<file path="src/rtl/bdu_pkg.sv">
package bdu_pkg;
  localparam int MAX_SYM = 16;
  typedef logic [MAX_SYM-1:0] word_t;

  // Count positions where two words disagree.
  function automatic int unsigned bit_diff(word_t a, word_t b);
    int unsigned n;
    n = 0;
    for (int i = 0; i < MAX_SYM; i++) begin
      if (a[i] != b[i]) n++;
    end
    return n;
  endfunction
endpackage

</file>
<file path="src/rtl/bdu_collect.sv">
module bdu_collect #(
  parameter int SYM_BITS = 3,
  localparam int CNT_W = $clog2(SYM_BITS)
) (
  input  logic                clk,
  input  logic                rst,
  input  logic                in_valid,
  input  logic                in_bit,
  output logic [SYM_BITS-1:0] word_o,
  output logic                done_o,
  output logic [CNT_W-1:0]    idx_o
);
  localparam logic [CNT_W-1:0] LAST = CNT_W'(SYM_BITS - 1);

  logic [SYM_BITS-2:0] part_q;
  logic [CNT_W-1:0]    idx_q;

  assign word_o = {part_q, in_bit};
  assign done_o = in_valid && (idx_q == LAST);
  assign idx_o  = idx_q;

  always_ff @(posedge clk) begin
    if (rst) begin
      part_q <= '0;
      idx_q  <= '0;
    end else if (in_valid) begin
      part_q <= word_o[SYM_BITS-2:0];
      idx_q  <= done_o ? '0 : idx_q + 1'b1;
    end
  end
endmodule

</file>
<file path="src/rtl/bdu_hold.sv">
module bdu_hold #(
  parameter int SYM_BITS = 3
) (
  input  logic                clk,
  input  logic                rst,
  input  logic                load_i,
  input  logic [SYM_BITS-1:0] word_i,
  output logic [SYM_BITS-1:0] held_o,
  output logic                valid_o
);
  always_ff @(posedge clk) begin
    if (rst) begin
      held_o  <= '0;
      valid_o <= 1'b0;
    end else begin
      valid_o <= load_i;
      if (load_i) held_o <= word_i;
    end
  end
endmodule

</file>
<file path="src/rtl/bdu_lane.sv">
module bdu_lane
  import bdu_pkg::*;
#(
  parameter int SYM_BITS = 3,
  parameter int LABEL    = 0,
  parameter int DIST_W   = 2
) (
  input  logic [SYM_BITS-1:0] word_i,
  output logic [DIST_W-1:0]   dist_o
);
  localparam word_t REF = word_t'(LABEL);
  assign dist_o = DIST_W'(bit_diff(word_t'(word_i), REF));
endmodule

</file>
<file path="src/rtl/serial_branch_dist.sv">
module serial_branch_dist #(
  parameter int SYM_BITS = 3,
  localparam int DIST_W     = $clog2(SYM_BITS + 1),
  localparam int NUM_LABELS = 1 << SYM_BITS,
  localparam int CNT_W      = $clog2(SYM_BITS)
) (
  input  logic                         clk,
  input  logic                         rst,
  input  logic                         in_valid,
  input  logic                         in_bit,
  output logic                         dist_valid,
  output logic [NUM_LABELS*DIST_W-1:0] dist_o
);
  logic [SYM_BITS-1:0] gathered;
  logic [SYM_BITS-1:0] held_word;
  logic                load_evt;
  logic [CNT_W-1:0]    bit_idx;

  bdu_collect #(.SYM_BITS(SYM_BITS)) u_collect (
    .clk(clk), .rst(rst), .in_valid(in_valid), .in_bit(in_bit),
    .word_o(gathered), .done_o(load_evt), .idx_o(bit_idx)
  );

  bdu_hold #(.SYM_BITS(SYM_BITS)) u_hold (
    .clk(clk), .rst(rst), .load_i(load_evt), .word_i(gathered),
    .held_o(held_word), .valid_o(dist_valid)
  );

  for (genvar g = 0; g < NUM_LABELS; g++) begin : g_lane
    bdu_lane #(.SYM_BITS(SYM_BITS), .LABEL(g), .DIST_W(DIST_W)) u_lane (
      .word_i(held_word),
      .dist_o(dist_o[g*DIST_W +: DIST_W])
    );
  end
endmodule

</file>
<file path="config.mk">
export PLATFORM = sky130hd
export DESIGN_NAME = serial_branch_dist
export DESIGN_NICKNAME = d
export VERILOG_FILES = /design/src/rtl/bdu_pkg.sv /design/src/rtl/bdu_collect.sv /design/src/rtl/bdu_hold.sv /design/src/rtl/bdu_lane.sv /design/src/rtl/serial_branch_dist.sv
export SDC_FILE = /design/constraint.sdc
export NUM_CORES = 1
export LEC_CHECK = 0
export BUFFER_PORTS_ARGS = -buffer_cell sky130_fd_sc_hd__buf_2
export CORE_AREA = 2 2 39 41
export CTS_BUF_LIST = sky130_fd_sc_hd__clkbuf_4
export DETAILED_ROUTE_END_ITERATION = 7
export DIE_AREA = 0 0 41 43
export PLACE_DENSITY_LB_ADDON = 0.3
export SETUP_SLACK_MARGIN = 0.5
export SLEW_MARGIN = 20
export SYNTH_ARGS = -nofsm -noshare
export SYNTH_HDL_FRONTEND = slang
export SYNTH_SLANG_ARGS = --single-unit
</file>
<file path="constraint.sdc">
create_clock -name clk -period 3.8 [get_ports clk]
set_input_delay 0.57 -clock clk [delete_from_list [all_inputs] [get_ports clk]]
set_output_delay 0.57 -clock clk [all_outputs]
set_load 0.01 [all_outputs]
</file>
* After elaboration in Yosys (flattened, before gate mapping)
Index checks and enable logic that the tools add are counted.
Storage, ports and cells: register bits 8, input port bits 4, output and inout port bits 17, logic and storage cells 28
Cells by class: $add $sub $neg 7, eq/ne operators 1, multiplexer cells 15, reductions and logical operators 1
Operators with widths (count):
- $mux 2 | 13
- $add 2x1->2 const B | 5
- $add 1x1->2 const B | 2
- $eq 2x2->1 const B | 1
- $mux 1 | 2
- $logic_and 1x1->1 | 1

* Longest topological paths before layout
Gate-level depths: netlist of the first run.
word-level depth 5, mapped depth 5, gate-level depth less buffers 4

* Cells and area by module
Synthesis of the first run repeated with hierarchy kept, for this count alone.
Second synthesis, totals: cells, all modules 84, area, all modules 705.7 um^2
By module, submodules not included:
- bdu_lane at g_lane[1].u_lane ... | instances 6, cells each 7, area each 50.0 um^2, sequential area each 0.0 um^2
- bdu_collect | instances 1, cells each 17, area each 167.7 um^2, sequential area each 80.1 um^2
- bdu_hold | instances 1, cells each 11, area each 127.6 um^2, sequential area each 80.1 um^2
- bdu_lane at g_lane[0].u_lane ... | instances 2, cells each 7, area each 55.1 um^2, sequential area each 0.0 um^2

* Worst setup path before layout of the first run
OpenSTA, ideal clock, no wires.
path type reg-to-output, start register u_hold.held_o[0], end output dist_o[12], data arrival time 1515 ps, data required time 3230 ps, path slack 1715 ps, cell stages (with the launch flop) 6, path buffers 1, path through dfxtp_1 > inv_1 > ha_1 > xnor2_1 > inv_1 > buf_4
On the way: longest elaborated chain between the ends 5
RTL lines:
- start, declared | line bdu_hold.sv:8 | output logic [SYM_BITS-1:0] held_o,
- start signal, assigned | line bdu_hold.sv:17 | if (load_i) held_o <= word_i;
- $mux 1 (*) | line bdu_pkg.sv:10 | if (a[i] != b[i]) n++;
- $add 1x1->2 | line bdu_pkg.sv:10
- $mux 2 (*)
- $add 2x1->2 | line bdu_pkg.sv:10
- $mux 2 (*) | line bdu_pkg.sv:10
- end, declared | line serial_branch_dist.sv:12 | output logic [NUM_LABELS*DIST_W-1:0] dist_o
Every way passes the cells marked *; elsewhere a longest branch is shown, timed or not.

* Final worst setup path of the first run
start register u_hold.held_o[0], end output dist_o[0]
On the way: longest elaborated chain between the ends 5
RTL lines (line):
- $mux 1 (*) | bdu_pkg.sv:10
- $add 1x1->2 | bdu_pkg.sv:10
- $mux 2 (*) | bdu_pkg.sv:10
- $add 2x1->2 | bdu_pkg.sv:10
- $mux 2 (*) | bdu_pkg.sv:10
Marks and branches as above.

==> results of run 1 <==
==> worst max-delay path by stage <==
| stage | slack, ps | end | startpoint | cells past startpoint |
|---|---|---|---|---|
| 6_report | 1540 | dist_o[0] | u_hold.held_o[0]$_SDFFE_PP0P_ | 5 |
| 2_1_floorplan | 1710 | dist_o[12] | u_hold.held_o[0]$_SDFFE_PP0P_ | 5 |
| 5_1_grt | 1400 | dist_o[6] | u_hold.held_o[0]$_SDFFE_PP0P_ | 5 |
| 3_3_place_gp | 1920 | dist_o[6] | u_hold.held_o[0]$_SDFFE_PP0P_ | 5 |
| 4_1_cts | 1510 | dist_o[0] | u_hold.held_o[0]$_SDFFE_PP0P_ | 5 |
| 3_5_place_dp | 1780 | dist_o[6] | u_hold.held_o[0]$_SDFFE_PP0P_ | 5 |
==> cell usage in the layout, fill, tap and decap left out <==
cell	instances
nor2b_1	1
clkbuf_4	3
o21ai_0	3
or3b_1	1
nand2_1	3
nand2b_1	8
nor2_1	3
xnor2_1	2
inv_1	8
a21oi_1	3
ha_1	8
nand3b_1	1
buf_2	20
dfxtp_1	8
and3b_1	1
mux2i_1	9
==> flip-flops by register name (all words and copies together) (netlist names) <==
register,count
u_hold.held_o,3
u_collect.idx_o,2
u_collect.part_q,2
u_hold.valid_o,1
==> cell type report <==
| class | instances | area (µm²) |
|---|---|---|
| repair buffers | 20 | 100 |
| flip-flops and latches | 8 | 160 |
| clock buffers | 3 | 22.5 |
| multi-input cells | 43 | 342 |
| inverters | 8 | 30.0 |
| well taps | 16 | 20.0 |
| fillers | 145 | 709 |
==> synthesized netlist by cell type (2+ instances only) <==
cell type  number
a21oi_1         3
xnor2_1         2
nor2_1          3
nand2_1         3
buf_4           5
o21ai_0         3
dfxtp_1         8
ha_1            8
buf_2           3
inv_1           8
mux2i_1         9
nand2b_1        8
==> worst register-to-register path, cell delays in order, from the launching register on <==
cell and delay, ps:
dfxtp_1 660, nand2b_1 110, mux2i_1 130
==> power groups by stage <==
stage | Clock, mW | Combinational [mW] | Sequential (mW)
4_1_cts | 0.0652 | 0.0181 | 0.0889
3_5_place_dp | 0 | 0.0181 | 0.0907
6_report | 0.0614 | 0.0179 | 0.0890
2_1_floorplan | 0 | 0.0147 | 0.0901
3_3_place_gp | 0 | 0.0176 | 0.0906
5_1_grt | 0.0688 | 0.0201 | 0.0893
==> routing by layer <==
layer | vias to the layer above | share of wire [%] | GRT usage, %
met5 | - | 0 | 0
li1 | 235 | - | -
met4 | 0 | 0 | 6.00
met3 | 0 | 4.9 | 3.14
met1 | 184 | 45 | 13.4
met2 | 11 | 50 | 18.8
==> metrics by stage <==
step | setup WS (ps) | hold WS (ps) | instances
floorplan | 1710 | 451 | 68
global placement | 1920 | 470 | 95
detailed placement | 1780 | 474 | 95
CTS | 1510 | 477 | 98
global route | 1400 | 499 | 98
finish | 1540 | 472 | 98
==> logic make-up (layout without fill, tap and decap cells) <==
| group | after synthesis | after routing | synth area share, % |
|---|---|---|---|
| AO/OA/AOI/OAI | 6 | 6 | 5.10 |
| flip-flops | 8 | 8 | 27.2 |
| buffers and inverters | 17 | 31 | 14.7 |
| multiplexers | 9 | 9 | 15.3 |
| XOR/XNOR | 2 | 2 | 2.98 |
| AND/OR/NAND/NOR | 18 | 18 | 17.7 |
| adder cells (fa/ha/maj) | 8 | 8 | 17.0 |
==> results.yml, run 1 <==
outcome:
  outcome: "finished clean"
cts:
  clk_pin_slew_worst_paths_ps: 50
  cts_resized: 0
  cts_setup_buffers: 0
  clkLatencyLatePin_ps: 240
  h-tree-depth: 1
  cts_tree: "done"
  clk_path_buf_depth: 2
  cts_hold_buf: 0
  clock_sinks: 8
  cts_root_buffer: "clkbuf_4"
  numCtsBuffers: 3
timing:
  finalClockSkew_ps: 4.51
  fmax_mhz: 443
  tns_ps: 0
  finalCritPeriodShare_pct: 59.4
  finalHoldViolCount: 0
  drv_slew: 0
  relSlewSlack_pct: 63.4
  worst_pin_slew_ps: 548
  rsz0062_at_grt: "no"
  fin_crit_ps: 2260
  setup_violations: 0
logic_synthesis:
  yosysTopAreaCellShare_pct: 27.2
  syn_inst: 68
  synth-edff-count: 0
  yosys_most_used_dff: "dfxtp_1"
  synth-seq-cells: 8
  yosysSeqAreaShare_pct: 27.2
  synth_fp_nets: 80
  synth_top_cells_by_area: "dfxtp_1, ha_1, mux2i_1"
  yosysTopAreaCell: "dfxtp_1"
  synth.cell_area_um2: 588
  async_flop_share_pct: 0
  ys_warn_count: 0
  synth.distinct_cells: 17
  avgSynthCellArea_um2: 8.65
floorplan:
  die-area_um2: 1760
  core_area_um2: 1380
  start_util_pct: 42.5
  die_w_um: 41
  num_io_pins: 21
  row_count: 14
  die_h_um: 43
grt:
  antenna_found_initial: 0
  grt_pass1_vias: 355
  grt_usage_pct: 11.7
  overflow: 0
  grt_pass1_wl_um: 1420
  grt_max_degree: 16
worst_setup_path:
  critPathArrivalTime_ps: 1690
  reg2reg_to: "u_hold.held_o[2]$_SDFFE_PP0P_"
  timing.critical_path.mode_cell: "inv_1"
  ff2ff_path_depth: 2
  end_kind: "output pin"
  r2r_slack_ps: 2830
  r2r-start: "u_hold.held_o[2]$_SDFFE_PP0P_"
  required_ps: 3230
  crit_family: "flip-flops"
  timing.critical_path.slowest_cell_delay_ps: 430
  slowest_stage: "dfxtp_1"
  path_max_fanout: 6
  critical_path.cell_chain: "inv_1 -> ha_1 -> xnor2_1 -> inv_1 -> buf_2"
  startpoint_type: "flop"
  path_class: "reg -> out"
  path_buf_inv: 3
place:
  hpwl_um: 743
  io_buffers: 20
  place_area_um2: 652
  place_congestion: 0.575
drt:
  drc: 0
  drtIter0Drc: 6
  wl_per_cell_um: 9.14
  ant_nets: 0
  finalWirelength_um: 896
  via_count: 430
  firstDrtPassIters: 3
  via_per_inst: 4.39
power:
  p_int_mw: 0.132
  p_leak_nw: 0.319
  combPwrFrac_pct: 10.6
  seqPwrFrac_pct: 52.9
  clockPowerShare_pct: 36.5
  swShare_pct: 21.8
  peakVddDrop_uv: 168
  switchingPower_mw: 0.0366
  power_density_nw_per_um2: 250
  finalPower_mw: 0.168
flow_run:
  cap_violations: 0
final_layout:
  post-route-util_pct: 48.7
  finalInstanceArea_um2: 674
  drive_gt1_share_pct: 28.0
  nNetsFinal: 96
  area_growth_pct: 14.7
  n_antenna_cell: 0
hold_path:
  holdPathStages: 2
  worstHoldStart: "u_collect.part_q[1]$_SDFFE_PP0P_"
  min_path_type: "reg -> reg"
  holdPathEnd: "u_hold.held_o[2]$_SDFFE_PP0P_"
No activity file was read; power rests on OpenSTA's default activity.
==> run 2, diff against run 1 <==
- clock period: 3.8 -> 2.28 ns (I/O delays scaled with it)
==> run 2 against run 1 <==
Against the previous run: clock skew shrank 1.3 ps; critical path type unchanged; cell count did not move; wire length rose by 0.67%; global-route usage decreased by 0.30 points; largest cell class unchanged; sequential share of layout area down 0.64 points; highest routed layer unchanged; power rose by 68%.
==> results.yml, run 2 (synthesis gave the netlist of run 1 again) <==
outcome:
  outcome: "finished clean"
final_layout:
  largest_reg_flops: 3
  nNetsFinal: 96
  final_cell_mix: "buf_2, mux2i_1, nand2b_1"
  stdcell_count: 98
  drive_gt1_share_pct: 36.6
  multi_input_comb_area_um2: 373
  finalInstanceArea_um2: 709
  seq_area_um2: 164
  fillCellCount: 138
  area_growth_pct: 20.6
  post-route-util_pct: 51.3
  n_antenna_cell: 0
  top_register: "u_hold.held_o"
  final_common_cell: "buf_2"
timing:
  finalClockSkew_ps: 3.19
  drv_slew: 0
  setup_violations: 0
  fin_crit_ps: 1690
  finalCritPeriodShare_pct: 74.3
  fin_ws_ps: 585
  rsz0062_at_grt: "no"
  fmax_mhz: 590
  worst_pin_slew_ps: 356
  tns_ps: 0
  hold_ws_ps: 358
  relSlewSlack_pct: 76.3
  finalHoldViolCount: 0
floorplan:
  core_area_um2: 1380
  num_io_pins: 21
  die_h_um: 43
  start_util_pct: 42.5
  die-area_um2: 1760
  die_w_um: 41
  row_count: 14
place:
  hpwl_um: 707
  place_congestion: 0.634
  dp.cells: 95
  place_ws_ps: 623
  place_area_um2: 659
  io_buffers: 20
worst_setup_path:
  critPathArrivalTime_ps: 1350
  critical_path.cell_chain: "inv_2 -> ha_4 -> xnor2_4 -> inv_1 -> buf_2"
  startpoint_type: "flop"
  path_max_fanout: 6
  timing.critical_path.slowest_cell_delay_ps: 380
  required_ps: 1940
  path_class: "reg -> out"
  path_buf_inv: 3
  end_kind: "output pin"
  crit_family: "flip-flops"
  slowest_stage: "dfxtp_2"
cts:
  h-tree-depth: 1
  clk_pin_slew_worst_paths_ps: 50
  cts_root_buffer: "clkbuf_4"
  clkLatencyLatePin_ps: 240
  numCtsBuffers: 3
  cts_hold_buf: 0
  cts_tree: "done"
  clock_sinks: 8
  clk_path_buf_depth: 2
power:
  p_int_mw: 0.221
  finalPower_mw: 0.283
  clockPowerShare_pct: 36.5
  seqPwrFrac_pct: 52.3
  switchingPower_mw: 0.0624
  peakVddDrop_uv: 220
  swShare_pct: 22.0
  p_leak_nw: 0.325
  combPwrFrac_pct: 11.1
  power_density_nw_per_um2: 399
drt:
  finalWirelength_um: 902
  drtIter0Drc: 4
  drc: 0
  via_per_inst: 4.41
  wl_per_cell_um: 9.20
  via_count: 432
  ant_nets: 0
  firstDrtPassIters: 2
flow_run:
  cap_violations: 0
grt:
  grt_pass1_vias: 325
  grt_pass1_wl_um: 1340
  grt_usage_pct: 11.4
  antenna_found_initial: 0
  overflow: 0
  grt_max_degree: 16
hold_path:
  min_path_type: "in -> reg"
run 2: cell counts in the layout (fill, tap and decap cells not counted):
No cell type changed its count.
run 2: routing by layer:
| layer | wire length [µm] | vias up | track usage [%] | part of all wire (%) |
|---|---|---|---|---|
| met5 | 0 | - | 0 | 0 |
| met4 | 0 | 0 | 8.00 | 0 |
| met3 | 50 | 0 | 3.14 | 5.5 |
| met2 | 449 | 13 | 17.2 | 50 |
| met1 | 402 | 184 | 13.0 | 45 |
| li1 | - | 235 | - | - |
run 2: power by group through the flow:
stage	Clock (mW)	Sequential (mW)	Combinational, mW
after floorplan	0	0.150	0.0248
after global placement	0	0.151	0.0297
after detailed placement	0	0.151	0.0303
after CTS	0.110	0.148	0.0311
after global routing	0.121	0.149	0.0360
final	0.103	0.148	0.0316
run 2: cell type report:
class                           instances  area share, %
Clock buffer                            3           3.17
Inverter                                8           4.23
Multi-Input combinational cell         43           52.6
Sequential cell                         8           23.1
Tap cell                               16           2.82
Timing Repair Buffer                   20           14.1
run 2: path summary, 6_finish.rpt:
kind	endpoint	cells past startpoint	slack, ps	start
min	u_collect.part_q[0]$_SDFFE_PP0P_	3	360	in_bit
max	dist_o[0]	5	590	u_hold.held_o[0]$_SDFFE_PP0P_
max reg2reg	u_hold.held_o[0]$_SDFFE_PP0P_	2	1340	u_collect.idx_o[0]$_SDFFE_PP0P_
min reg2reg	u_hold.held_o[2]$_SDFFE_PP0P_	2	470	u_collect.part_q[1]$_SDFFE_PP0P_
run 2: what timing repair did:
| item | 4_1_cts | 5_1_grt |
|---|---|---|
| buffers inserted | 0 | 0 |
| endpoints found under the setup margin | 8 | 7 |
| gates resized for setup | 3 | 4 |
run 2: worst min-delay path: cells and delay by family:
family,cells,cell delay [ps]
buf+inv,1,90
mux,1,60
simple gates,1,80
